==> config.mk <==
export PLATFORM = sky130hd
export DESIGN_NAME = row_addr_mapper
export DESIGN_NICKNAME = d
export VERILOG_FILES = /design/src/rtl/row_map_pkg.sv /design/src/rtl/row_map_cfg.sv /design/src/rtl/row_bit_sel.sv /design/src/rtl/row_map_out.sv /design/src/rtl/row_addr_mapper.sv
export SDC_FILE = /design/constraint.sdc
export NUM_CORES = 1
export LEC_CHECK = 0
export CORE_ASPECT_RATIO = 1.5
export CORE_MARGIN = 2
export CORE_UTILIZATION = 59
export DETAILED_ROUTE_END_ITERATION = 16
export DONT_BUFFER_PORTS = 1
export GPL_ROUTABILITY_DRIVEN = 1
export PLACE_DENSITY = 0.75
export RECOVER_POWER = 50
export SYNTH_ARGS = -nofsm -noshare
export SYNTH_HDL_FRONTEND = slang
export SYNTH_SLANG_ARGS = --single-unit
==> constraint.sdc <==
create_clock -name clk_i -period 2 [get_ports clk_i]
set_clock_uncertainty 0.05 [all_clocks]
set_input_delay 0.4 -clock clk_i [delete_from_list [all_inputs] [get_ports clk_i]]
set_output_delay 0.4 -clock clk_i [all_outputs]
set_load 0.005 [all_outputs]
==> src/rtl/row_map_pkg.sv <==
package row_map_pkg;
  localparam int unsigned CFG_W        = 32;
  localparam int unsigned SEL_W        = 4;
  localparam int unsigned ROW_N        = 4;
  localparam int unsigned ROW_LSB      = 12;
  localparam int unsigned BASE_LSB     = 18;
  localparam int unsigned FIELD_STRIDE = 8;
  localparam int unsigned MODE_BIT     = 31;
  localparam int unsigned MAX_SEL      = 11;
  localparam int unsigned HADDR_W      = BASE_LSB + ROW_N - 1 + MAX_SEL + 1;
  localparam int unsigned ZERO_SEL     = (1 << SEL_W) - 1;

  function automatic logic [CFG_W-1:0] cfg_keep_mask();
    logic [CFG_W-1:0] m;
    m = '0;
    for (int k = 0; k < int'(ROW_N); k++)
      for (int b = 0; b < int'(SEL_W); b++)
        m[k*FIELD_STRIDE+b] = 1'b1;
    m[MODE_BIT] = 1'b1;
    return m;
  endfunction
endpackage

==> src/rtl/row_map_cfg.sv <==
module row_map_cfg #(
  parameter int unsigned           CFG_W     = 32,
  parameter logic [CFG_W-1:0]      KEEP_MASK = '1
) (
  input  logic             clk_i,
  input  logic             rst_ni,
  input  logic             ctrl_rst_i,
  input  logic             we_i,
  input  logic [CFG_W-1:0] wdata_i,
  output logic [CFG_W-1:0] cfg_o
);
  logic [CFG_W-1:0] cfg_q;

  // static register: only loadable while controller is held in reset
  always_ff @(posedge clk_i or negedge rst_ni) begin
    if (!rst_ni)                 cfg_q <= '0;
    else if (we_i && ctrl_rst_i) cfg_q <= wdata_i & KEEP_MASK;
  end

  assign cfg_o = cfg_q;
endmodule

==> src/rtl/row_bit_sel.sv <==
module row_bit_sel #(
  parameter int unsigned HADDR_W = 33,
  parameter int unsigned SEL_W   = 4,
  parameter int unsigned BASE    = 18,
  parameter int unsigned MAX_SEL = 11
) (
  input  logic [HADDR_W-1:0] haddr_i,
  input  logic [SEL_W-1:0]   sel_i,
  output logic               bit_o,
  output logic               bad_o
);
  localparam logic [SEL_W-1:0] MAX_CODE  = SEL_W'(MAX_SEL);
  localparam logic [SEL_W-1:0] ZERO_CODE = '1;

  logic [HADDR_W-1:0] shifted;
  logic               in_range;

  assign in_range = (sel_i <= MAX_CODE);
  assign shifted  = haddr_i >> (BASE + int'(sel_i));
  assign bit_o    = in_range & shifted[0];
  assign bad_o    = !in_range && (sel_i != ZERO_CODE);
endmodule

==> src/rtl/row_map_out.sv <==
module row_map_out #(
  parameter int unsigned ROW_N   = 4,
  parameter bit          OUT_REG = 1'b1
) (
  input  logic             clk_i,
  input  logic             rst_ni,
  input  logic [ROW_N-1:0] row_d_i,
  input  logic             inv_d_i,
  output logic [ROW_N-1:0] row_o,
  output logic             inv_o
);
  if (OUT_REG) begin : g_reg
    logic [ROW_N-1:0] row_q;
    logic             inv_q;
    always_ff @(posedge clk_i or negedge rst_ni) begin
      if (!rst_ni) begin
        row_q <= '0;
        inv_q <= 1'b0;
      end else begin
        row_q <= row_d_i;
        inv_q <= inv_d_i;
      end
    end
    assign row_o = row_q;
    assign inv_o = inv_q;
  end else begin : g_comb
    assign row_o = row_d_i;
    assign inv_o = inv_d_i;
  end
endmodule

==> src/rtl/row_addr_mapper.sv <==
module row_addr_mapper
  import row_map_pkg::*;
#(
  parameter bit OUT_REG = 1'b1
) (
  input  logic               clk_i,
  input  logic               rst_ni,
  input  logic               ctrl_rst_i,
  input  logic               cfg_we_i,
  input  logic [CFG_W-1:0]   cfg_wdata_i,
  output logic [CFG_W-1:0]   cfg_rdata_o,
  input  logic [HADDR_W-1:0] haddr_i,
  output logic [ROW_N-1:0]   row_hi_o,
  output logic               addr_invalid_o,
  output logic               cfg_err_o
);
  localparam logic [CFG_W-1:0] KEEP = cfg_keep_mask();
  localparam int unsigned INV_A = 13 - ROW_LSB;
  localparam int unsigned INV_B = 14 - ROW_LSB;

  logic [CFG_W-1:0] cfg;
  logic [ROW_N-1:0] row_d;
  logic [ROW_N-1:0] bad;
  logic             inv_d;

  row_map_cfg #(.CFG_W(CFG_W), .KEEP_MASK(KEEP)) u_cfg (
    .clk_i      (clk_i),
    .rst_ni     (rst_ni),
    .ctrl_rst_i (ctrl_rst_i),
    .we_i       (cfg_we_i),
    .wdata_i    (cfg_wdata_i),
    .cfg_o      (cfg)
  );

  for (genvar k = 0; k < int'(ROW_N); k++) begin : g_row
    row_bit_sel #(
      .HADDR_W (HADDR_W),
      .SEL_W   (SEL_W),
      .BASE    (BASE_LSB + k),
      .MAX_SEL (MAX_SEL)
    ) u_sel (
      .haddr_i (haddr_i),
      .sel_i   (cfg[k*FIELD_STRIDE +: SEL_W]),
      .bit_o   (row_d[k]),
      .bad_o   (bad[k])
    );
  end

  // non-power-of-two density: top quarter of row space absent
  assign inv_d = cfg[MODE_BIT] & row_d[INV_A] & row_d[INV_B];

  row_map_out #(.ROW_N(ROW_N), .OUT_REG(OUT_REG)) u_out (
    .clk_i   (clk_i),
    .rst_ni  (rst_ni),
    .row_d_i (row_d),
    .inv_d_i (inv_d),
    .row_o   (row_hi_o),
    .inv_o   (addr_invalid_o)
  );

  assign cfg_rdata_o = cfg;
  assign cfg_err_o   = |bad;
endmodule

==> results by group, run 1 <==
Power
  – Power Density: just under 900 nW/um^2
  – Sw frac: a little over a quarter
  – Clock power frac: between 20% and 30%
  – Int Power: 0.876 mW
  – Logic pwr share: roughly a fifth
  – Worst vdd ir: 834 uV
  – Net Sw Power: about 0.33 mW
  – P_leak: 0.591 nW
  – Tot Pwr: roughly 1.2 mW
  – Flop pwr share: between 50% and 60%

Logic synthesis
  – Cells after Synth: roughly 110
  – Unique masters post-synth: 25
  – Post-synthesis mux area share: 36.5%
  – Mapped Avg Cell Area: approximately 13 um^2
  – Compound-cell area share of the yosys netlist: between 4 and 5%
  – Sequential-to-total area share from yosys stat: roughly 41%
  – Adder-cell share of the synthesized area: 0%
  – Area of the mapped netlist: ~1300 um^2
  – Post-Synth Simple-Gate Area: under 10%
  – Synthesis warning total: 0
  – Main combinational cell family by area after synthesis: multiplexers
  – Post-Synth XOR/XNOR Area: 0%
  – Yosys reg bits: 22

Finish
  – Fill cells: between 150 and 200
  – Final core utilization: 61.8%
  – Layout cells sized above 1: between 20 and 30%
  – Ant diodes: 0
  – Nets: approximately 180
  – Layout area overhead: 1.21%

CTS
  – Clock buffer depth: 2
  – Reg clk slew, reported paths: ~110 ps
  – Setup Fix Bufs, Post-CTS: 0
  – H-tree depth: 1
  – CTS Sinks: 22
  – Clk root buf: clkbuf_4
  – Skew-Pair Late Insertion Delay: around 300 ps
  – CTS Buf Count: 3
  – CTS tree: done

Die
  – Site row count: 21
  – IO Count: 107
  – Core Area: 2210 um^2
  – Die Ht: ~63 um
  – Die W: 43.0 um
  – Initial core utilization: between 60% and 70%
  – Die ar.: 2690 um^2

Routing
  – Pre-antenna DRT Iters: 4
  – Wire length per cell: ~20 um
  – Via-per-instance ratio: 6.54
  – Via count: 850
  – Met3 WL: 297 um
  – DRT antenna net count: 0
  – Routed met2 length: approximately 1400 um
  – First-iteration detailed-routing DRC count: 23
  – Final WL: ~2600 um
  – DRC violations left: 0
  – Highest Signal Layer: met4
  – Met1 wire length: 882 um

Timing
  – Hold Fails Final Rpt: 0
  – RSZ-0062 raised after global routing: no
  – Post-route setup TNS: 0 ps
  – Relative slew margins: ~33%
  – WHS: 187 ps
  – Post-route minimum period: about 1700 ps
  – Worst slew pin tran: 998 ps
  – Endpoints failing setup: 0
  – Setup WS post-layout: ~280 ps
  – Final period utilization: 86.1%
  – Slew Viols, Final: 0
  – Maximum clock frequency: between 500 and 600 MHz

GRT
  – Vias in the first global route: between 800 and 900
  – Largest net degree at the start of global routing: 23
  – Total GRT Usage: between 10% and 20%
  – Initial antenna violation count: 0
  – Global-route wire length before repair: 4150 um
  – Grt total ovfl: 0

Placement
  – Placement Setup Slack: around 350 ps
  – PortBufs: 0
  – RePlAce Congestion: around 0.86
  – Hpwl dp: approximately 2000 um

Setup path
  – CP Class: register to primary output
  – WP data required: approximately 1600 ps
  – CP endpoint kind: primary output
  – CP Data Arrival Time: 1270 ps
  – Crit path launch type: register
  – CP Max Fanout: 9

Job
  – Max_cap viols: 0

Run status
  – Run status: completed

Min path
  – Worst min-delay path class: primary input to register
## worst max-delay path, stage by stage, from the launching register on
cell and delay (ps):
dfrtp_1 620, nand2_1 100, nand3_1 120, nand4_1 140
## area by class of cell
class	instances	area (um^2)	area share (%)
flip-flops and latches	22	551	40.3
repair buffers	2	13.8	1.01
inverters	1	3.75	0.275
clock buffers	3	22.5	1.65
multi-input cells	78	716	52.4
clock inverters	1	30.0	2.20
well taps	23	28.8	2.11
## Yosys cell counts, drive strengths merged
master	n	area, um^2
o31ai	1	7.51
nand3	4	20.0
nor3	2	10.0
mux2i	8	80.1
nor3b	2	15.0
nor2b	1	6.26
inv	1	3.75
nand2	5	18.8
buf	18	128
a32oi	2	17.5
o211a	1	10.0
o21ai	2	10.0
dfrtp	22	551
mux2	20	225
clkbuf	1	3.75
nand3b	3	22.5
a211oi	1	7.51
conb	1	3.75
and3	1	6.26
o41ai	1	8.76
mux4	8	188
nand4	1	6.26
## worst paths after layout
check                                start              end  slack (ps)  depth (start not counted)
min in group asynchronous           rst_ni  u_cfg.cfg_o[18]         650                          1
hold reg to reg             u_cfg.cfg_o[3]   u_out.row_o[0]         520                          1
hold / removal             cfg_wdata_i[19]  u_cfg.cfg_o[19]         190                          1
max in group asynchronous           rst_ni  u_cfg.cfg_o[25]         650                          1
setup / recovery           u_cfg.cfg_o[16]        cfg_err_o         280                          3
setup reg to reg            u_cfg.cfg_o[8]      u_out.inv_o         360                          4
## per-stage QoR
step                      area (um^2)  cells
after floorplan                  1400    120
after global placement           1310    125
after detailed placement         1310    125
after CTS                        1370    130
after global routing             1370    130
final                            1370    130
## placed cells by master (no fill, tap or decap)
cell / instances
dfrtp_1: 22
mux2_2: 20
conb_1: 15
mux2i_1: 8
mux4_2: 6
nand2_1: 5
nand3_1: 4
nand3b_1: 3
clkbuf_4: 3
mux4_1: 2
nor3_1: 2
nor3b_1: 2
a32oi_1: 2
o21ai_1: 1
inv_1: 1
o31ai_1: 1
o211a_1: 1
and3_1: 1
nand4_1: 1
o21ai_0: 1
nor2b_1: 1
a211oi_1: 1
o41ai_1: 1
bufinv_16: 1
dlygate4sd3_1: 1
clkbuf_1: 1
## registers in the layout (all words and copies together) (netlist names)
| signal | flops |
|---|---|
| u_out.inv_o | 1 |
| u_cfg.cfg_o | 17 |
| u_out.row_o | 4 |
## timing repair
action	4_1_cts	5_1_grt
endpoints found under the hold margin	22	0
gates resized for setup	0	0
hold buffers	1	0
## power groups by stage
stage	Combinational (mW)	Clock [mW]	Sequential (mW)
2_1_floorplan	0.248	0	0.602
3_3_place_gp	0.222	0	0.642
3_5_place_dp	0.230	0	0.647
4_1_cts	0.241	0.344	0.637
5_1_grt	0.264	0.353	0.650
6_report	0.239	0.328	0.635
## kinds of logic after synthesis
kind of cell / count (synthesis)
buf+inv: 20
mux: 36
compound gates: 8
flops: 22
other cells: 1
simple gates: 19
## layer usage
layer	vias to the layer above	GRT usage [%]
li1	371	-
met1	427	21.8
met2	48	31.8
met3	4	8.96
met4	0	8.33
met5	-	0
(Power assumes the default switching activity.)
==> run 2, diff against run 1 <==
--- a/config.mk
+++ b/config.mk
@@ -5,13 +5,15 @@
 export SDC_FILE = /design/constraint.sdc
 export NUM_CORES = 1
 export LEC_CHECK = 0
+export CELL_PAD_IN_SITES_DETAIL_PLACEMENT = 1
+export CELL_PAD_IN_SITES_GLOBAL_PLACEMENT = 2
 export CORE_ASPECT_RATIO = 1.5
 export CORE_MARGIN = 2
-export CORE_UTILIZATION = 59
+export CORE_UTILIZATION = 34
 export DETAILED_ROUTE_END_ITERATION = 16
 export DONT_BUFFER_PORTS = 1
 export GPL_ROUTABILITY_DRIVEN = 1
-export PLACE_DENSITY = 0.75
+export PLACE_DENSITY_LB_ADDON = 0.1
 export RECOVER_POWER = 50
 export SYNTH_ARGS = -nofsm -noshare
 export SYNTH_HDL_FRONTEND = slang
==> run 2 against run 1 <==
Against the previous run:
- combinational power is essentially flat
- die area grew 67%
- power grew 0.38%
- global-route usage shrank 4.9 points
- sequential cell count is the same
- via count grew 1.3%
- register-to-register slack is essentially flat
- critical path type unchanged
==> results by group, run 2 (synthesis gave the netlist of run 1 again) <==
Timing
  – Hold Fails Final Rpt: 0 (unchanged)
  – Maximum clock frequency: 594 MHz (was 581 MHz)
  – RSZ-0062 raised after global routing: no (unchanged)
  – Relative slew margins: 31.7% (was 33.2%)
  – Worst slew pin tran: 1020 ps (was 998 ps)
  – Post-route setup TNS: 0 ps (unchanged)
  – Post-route minimum period: 1680 ps (was 1720 ps)
  – Slew Viols, Final: 0 (unchanged)
  – Endpoints failing setup: 0 (unchanged)
  – Setup WS post-layout: 318 ps (was 278 ps)
  – Final period utilization: 84.1% (was 86.1%)

Routing
  – Pre-antenna DRT Iters: 4 (unchanged)
  – Wire length per cell: 21.2 um (was 19.9 um)
  – DRC violations left: 0 (unchanged)
  – Final WL: 3230 um (was 2580 um)
  – Via count: 861 (was 850)
  – Via-per-instance ratio: 5.66 (was 6.54)
  – First-iteration detailed-routing DRC count: 15 (was 23)
  – DRT antenna net count: 0 (unchanged)

Finish
  – Layout cells sized above 1: 28.0% (unchanged)
  – Nets: 177 (unchanged)
  – Commonest non-fill, non-tap cell in the layout: dfrtp_1 (unchanged)
  – Layout area overhead: 3.43% (was 1.21%)
  – Ant diodes: 0 (unchanged)
  – Max reg flops: 17 (unchanged)
  – Commonest cells after routing, fill and taps aside: dfrtp_1 (22), mux2_2 (20), conb_1 (15), mux2i_1 (8), mux4_2 (6) (unchanged)
  – Post-route insts no fill: 152 (was 130)

CTS
  – Post-CTS sizing: 0 (unchanged)
  – Clk root buf: clkbuf_8 (was clkbuf_4)
  – CTS Buf Count: 3 (unchanged)
  – H-tree depth: 1 (unchanged)
  – Clock buffer depth: 2 (unchanged)
  – Reg clk slew, reported paths: 80 ps (was 110 ps)
  – CTS tree: done (unchanged)
  – Skew-Pair Late Insertion Delay: 260 ps (was 300 ps)
  – CTS Sinks: 22 (unchanged)

Power
  – Tot Pwr: 1.21 mW (was 1.20 mW)
  – Sw frac: 29.6% (was 27.1%)
  – Clock power frac: 26.9% (was 27.3%)
  – P_leak: 0.592 nW (was 0.591 nW)
  – Power Density: 865 nW/um^2 (was 880 nW/um^2)
  – Int Power: 0.850 mW (was 0.876 mW)
  – Logic pwr share: 20.1% (was 19.9%)
  – Flop pwr share: 53.1% (was 52.8%)
  – Net Sw Power: 0.357 mW (was 0.325 mW)
  – Worst vdd ir: 311 uV (was 834 uV)

Placement
  – RePlAce Congestion: 0.797 (was 0.861)
  – Hpwl dp: 2560 um (was 2000 um)
  – PortBufs: 0 (unchanged)
  – DP Cell Count: 147 (was 125)
  – Placement Setup Slack: 360 ps (was 348 ps)

Die
  – Die W: 55.4 um (was 43.0 um)
  – Die Ht: 81.1 um (was 62.6 um)
  – Core Area: 3890 um^2 (was 2210 um^2)
  – Initial core utilization: 34.7% (was 61.1%)
  – Die ar.: 4500 um^2 (was 2690 um^2)
  – IO Count: 107 (unchanged)
  – Site row count: 28 (was 21)

Setup path
  – CP endpoint kind: primary output (unchanged)
  – WP data required: 1550 ps (about the same)
  – CP Max Fanout: 9 (unchanged)
  – Slowest cell delay on critical path: 600 ps (was 620 ps)
  – CP Class: register to primary output (unchanged)
  – CP Cell Sequence: nand2_1, nand3_1, nand4_1 (unchanged)
  – CP Data Arrival Time: 1230 ps (was 1270 ps)
  – Crit path launch type: register (unchanged)
  – R2r setup slk: 360 ps (about the same)
  – Worst path slowest cell: dfrtp_1 (unchanged)

Job
  – Max_cap viols: 0 (unchanged)

Min path
  – Worst min-delay path class: primary input to register (unchanged)

GRT
  – Global-route wire length before repair: 5060 um (was 4150 um)
  – Vias in the first global route: 953 (was 882)
  – Total GRT Usage: 14.8% (was 19.6%)
  – Initial antenna violation count: 0 (unchanged)
  – Largest net degree at the start of global routing: 23 (unchanged)
  – Grt total ovfl: 0 (unchanged)

Run status
  – Run status: completed (unchanged)
## run 2: cell types whose count changed in the layout (fill, tap and decap cells not counted)
| cell | change |
|---|---|
| clkbuf_4 | -3 |
| bufinv_16 | -1 |
| clkbuf_8 | +4 |
## run 2: final timing paths
check,startpoint,end,cells after the start
min in group asynchronous,rst_ni,u_out.row_o[2],1
hold reg to reg,u_cfg.cfg_o[31],u_out.inv_o,1
hold / removal,cfg_wdata_i[27],u_cfg.cfg_o[27],1
max in group asynchronous,rst_ni,u_cfg.cfg_o[24],1
setup reg to reg,u_cfg.cfg_o[8],u_out.inv_o,4
setup / recovery,u_cfg.cfg_o[16],cfg_err_o,3
## run 2: cell type report
| class | instances | area (um^2) |
|---|---|---|
| inverter | 1 | 3.75 |
| clock buffer | 4 | 55.1 |
| timing repair buffer | 2 | 13.8 |
| tap | 45 | 56.3 |
| multi-input combinational | 78 | 716 |
| fill | 433 | 2490 |
| sequential | 22 | 551 |
## run 2: critical path, delay by kind of cell (launching register included)
| family | cells | cell delay [ps] |
|---|---|---|
| flip-flops | 1 | 600 |
| AND/OR/NAND/NOR | 3 | 370 |
## run 2: power groups by stage
| stage | combinational (mW) | clock [mW] | sequential (mW) |
|---|---|---|---|
| after global placement | 0.231 | 0 | 0.648 |
| after floorplan | 0.248 | 0 | 0.602 |
| after global routing | 0.268 | 0.358 | 0.660 |
| final | 0.242 | 0.324 | 0.640 |
| after detailed placement | 0.238 | 0 | 0.654 |
| after CTS | 0.249 | 0.342 | 0.644 |
## run 2: through the flow
step	util (%)	hold WS [ps]	instance area, um^2
detailed placement	34.3	54.9	1330
global placement	34.3	54.9	1330
floorplan	-	54.4	1400
CTS	36.0	222	1400
global route	35.9	217	1400
finish	35.9	230	1400
## run 2: per-layer routing
layer / up-vias / GRT usage (%) / share of wire [%]
li1: 371 / - / -
met1: 433 / 14.9 / 35
met2: 52 / 26.4 / 52
met3: 5 / 6.69 / 12
met4: 0 / 5.85 / 1.4
met5: - / 0 / 0
## run 2: repair_timing
item / CTS / global route
hold buffers: 1 / 0
hold endpoints to repair: 22 / 0
setup buffers: 0 / 0
==> run 3, diff against run 2 <==
==> constraint.sdc (replaced) <==
create_clock -name clk_i -period 1.6 [get_ports clk_i]
set_clock_uncertainty 0.05 [all_clocks]
set_input_delay 0.32 -clock clk_i [delete_from_list [all_inputs] [get_ports clk_i]]
set_output_delay 0.32 -clock clk_i [all_outputs]
set_load 0.005 [all_outputs]
==> run 3 against run 2 <==
Against the previous run:
- core utilization up 0.48 points
- sequential cell count stayed put
- via count is 0.35% lower
- cell area rose by 1.3%
- cell count up 2.0%
- power rose by 22%
- first-iteration DRC count is 80% higher
- sequential share of layout area decreased by 0.35 points
- sequential power is 22% higher
- die area unchanged
- count of clock-buffer cells in the layout shrank 1
- critical path type is now register to register
==> results by group, run 3 (synthesis gave the netlist of run 1 again) <==
Run status
  – Run status: completed (unchanged)

Placement
  – PortBufs: 0 (unchanged)
  – Placement Setup Slack: 73.3 ps (was 360 ps)
  – RePlAce Congestion: 0.848 (was 0.797)
  – Hpwl dp: 2510 um (was 2560 um)

Timing
  – Endpoints failing setup: 0 (unchanged)
  – Hold Fails Final Rpt: 0 (unchanged)
  – Setup WS post-layout: 88.7 ps (was 318 ps)
  – Slew Viols, Final: 0 (unchanged)
  – Relative slew margins: 33.1% (was 31.7%)
  – RSZ-0062 raised after global routing: no (unchanged)
  – Post-route setup TNS: 0 ps (unchanged)
  – Worst slew pin tran: 1000 ps (was 1020 ps)
  – Maximum clock frequency: about 660 MHz
  – Final period utilization: 94.5%
  – Post-route minimum period: roughly 1500 ps

Setup path
  – CP Class: register to register (was register to primary output)
  – CP Data Arrival Time: 1620 ps (was 1230 ps)
  – CP Max Fanout: 3 (was 9)
  – Crit path launch type: register (unchanged)
  – WP data required: 1700 ps (was 1550 ps)
  – CP endpoint kind: register (was primary output)

Power
  – Tot Pwr: 1.47 mW (was 1.21 mW)
  – Power Density: 1040 nW/um^2 (was 865 nW/um^2)
  – P_leak: 0.609 nW (was 0.592 nW)
  – Worst vdd ir: 375 uV (was 311 uV)

GRT
  – Grt met2 use: 26.2% (was 26.4%)
  – Largest net degree at the start of global routing: 23 (unchanged)
  – Met3 usage: 4.94% (was 6.69%)
  – Global-route wire length before repair: 5140 um (was 5060 um)
  – Met1 usage: 16.7% (was 14.9%)
  – Total GRT Usage: 14.9% (was 14.8%)
  – Initial antenna violation count: 0 (unchanged)
  – Vias in the first global route: 977 (was 953)
  – Grt total ovfl: 0 (unchanged)
  – GRT Max-Usage Layer: met2 (unchanged)

Routing
  – Via-per-instance ratio: 5.54 (was 5.66)
  – Final WL: 3220 um (was 3230 um)
  – Via count: 858 (was 861)
  – First-iteration detailed-routing DRC count: 27 (was 15)
  – Pre-antenna DRT Iters: 4 (unchanged)
  – Wire length per cell: 20.8 um (was 21.2 um)
  – DRC violations left: 0 (unchanged)
  – DRT antenna net count: 0 (unchanged)

CTS
  – Clock buffer depth: 2 (unchanged)
  – Skew-Pair Late Insertion Delay: 260 ps (about the same)
  – CTS tree: done (unchanged)
  – H-tree depth: 1 (unchanged)
  – CTS Sinks: 22 (unchanged)
  – Clk root buf: clkbuf_8 (unchanged)
  – Reg clk slew, reported paths: 80 ps (about the same)
  – CTS Buf Count: 3 (unchanged)

Die
  – Site row count: 28 (unchanged)
  – IO Count: 107 (unchanged)
  – Initial core utilization: 34.7% (unchanged)
  – Die ar.: 4500 um^2 (unchanged)
  – Die W: 55.4 um (unchanged)
  – Core Area: 3890 um^2 (unchanged)
  – Die Ht: 81.1 um (unchanged)

Finish
  – Final core utilization: 36.4% (was 35.9%)
  – Layout area overhead: 4.82% (was 3.43%)
  – Commonest cells after routing, fill and taps aside: mux2_2 (20), dfrtp_1 (20), conb_1 (15), mux2i_1 (8), mux4_2 (7) (was dfrtp_1 (22), mux2_2 (20), conb_1 (15), mux2i_1 (8), mux4_2 (6))
  – Nets: 181 (was 177)
  – Max reg flops: 17 (unchanged)
  – Fill cells: 436 (was 433)
  – Layout cells sized above 1: 33.6% (was 28.0%)
  – Ant diodes: 0 (unchanged)

Min path
  – Worst min-delay path class: primary input to register (unchanged)

Job
  – Max_cap viols: 0 (unchanged)
==> run 3: cell types whose count changed in the layout (fill, tap and decap cells not counted), sizes merged <==
cell and delta:
buf +4, clkbuf -1, dlymetal6s4s +1, dlygate4sd3 -1
==> run 3: routing by layer <==
metal / wire (um) / vias to the layer above
met5: 0 / -
met1: 1210 / 429
met3: 288 / 2
met2: 1700 / 46
li1: - / 381
met4: 23 / 0
==> run 3: final timing paths <==
kind	startpoint	to	slack, ps	depth (start not counted)
worst min-delay path	cfg_wdata_i[24]	u_cfg.cfg_o[24]	150	1
worst max register to register	u_cfg.cfg_o[8]	u_out.inv_o	90	4
worst max-delay path	u_cfg.cfg_o[8]	u_out.inv_o	90	4
max in group asynchronous	rst_ni	u_cfg.cfg_o[24]	580	1
min in group asynchronous	rst_ni	u_cfg.cfg_o[31]	250	1
worst min register to register	u_cfg.cfg_o[31]	u_cfg.cfg_o[31]	520	1
==> run 3: worst max-delay path, stage by stage, from the launching register on <==
cell	delay, ps
dfrtp_1	410
mux4_1	580
nand3b_1	100
o21ai_1	90
and3_1	180
==> run 3: final cells by class <==
| type | count | area (um^2) | area share (%) |
|---|---|---|---|
| Timing Repair Buffer | 6 | 47.5 | 3.36 |
| Sequential cell | 22 | 553 | 39.1 |
| Inverter | 1 | 3.75 | 0.265 |
| Multi-Input combinational cell | 78 | 712 | 50.4 |
| Tap cell | 45 | 56.3 | 3.98 |
| Clock buffer | 3 | 41.3 | 2.92 |
==> run 3: power breakdown <==
group	switching [mW]	internal (mW)	leakage [nW]
clock network	0.177	0.168	0.0216
logic	0.137	0.212	0.327
registers	0.127	0.652	0.260
total	0.441	1.03	0.609
==> run 3: through the flow <==
step	cell area, um^2	hold WS, ps	instances
floorplan	1400	-25.6	120
global placement	1360	-25.1	150
detailed placement	1360	-25.1	150
CTS	1420	144	155
global route	1410	140	155
finish	1410	154	155
==> run 3: timing repair <==
| item | in CTS | in global routing |
|---|---|---|
| endpoints found under the setup margin | 1 | 3 |
| resized for setup | 1 | 3 |
| pin swaps | 0 | 0 |
| setup buffers | 1 | 0 |
| hold buffers | 1 | 0 |
| endpoints found under the hold margin | 22 | 0 |
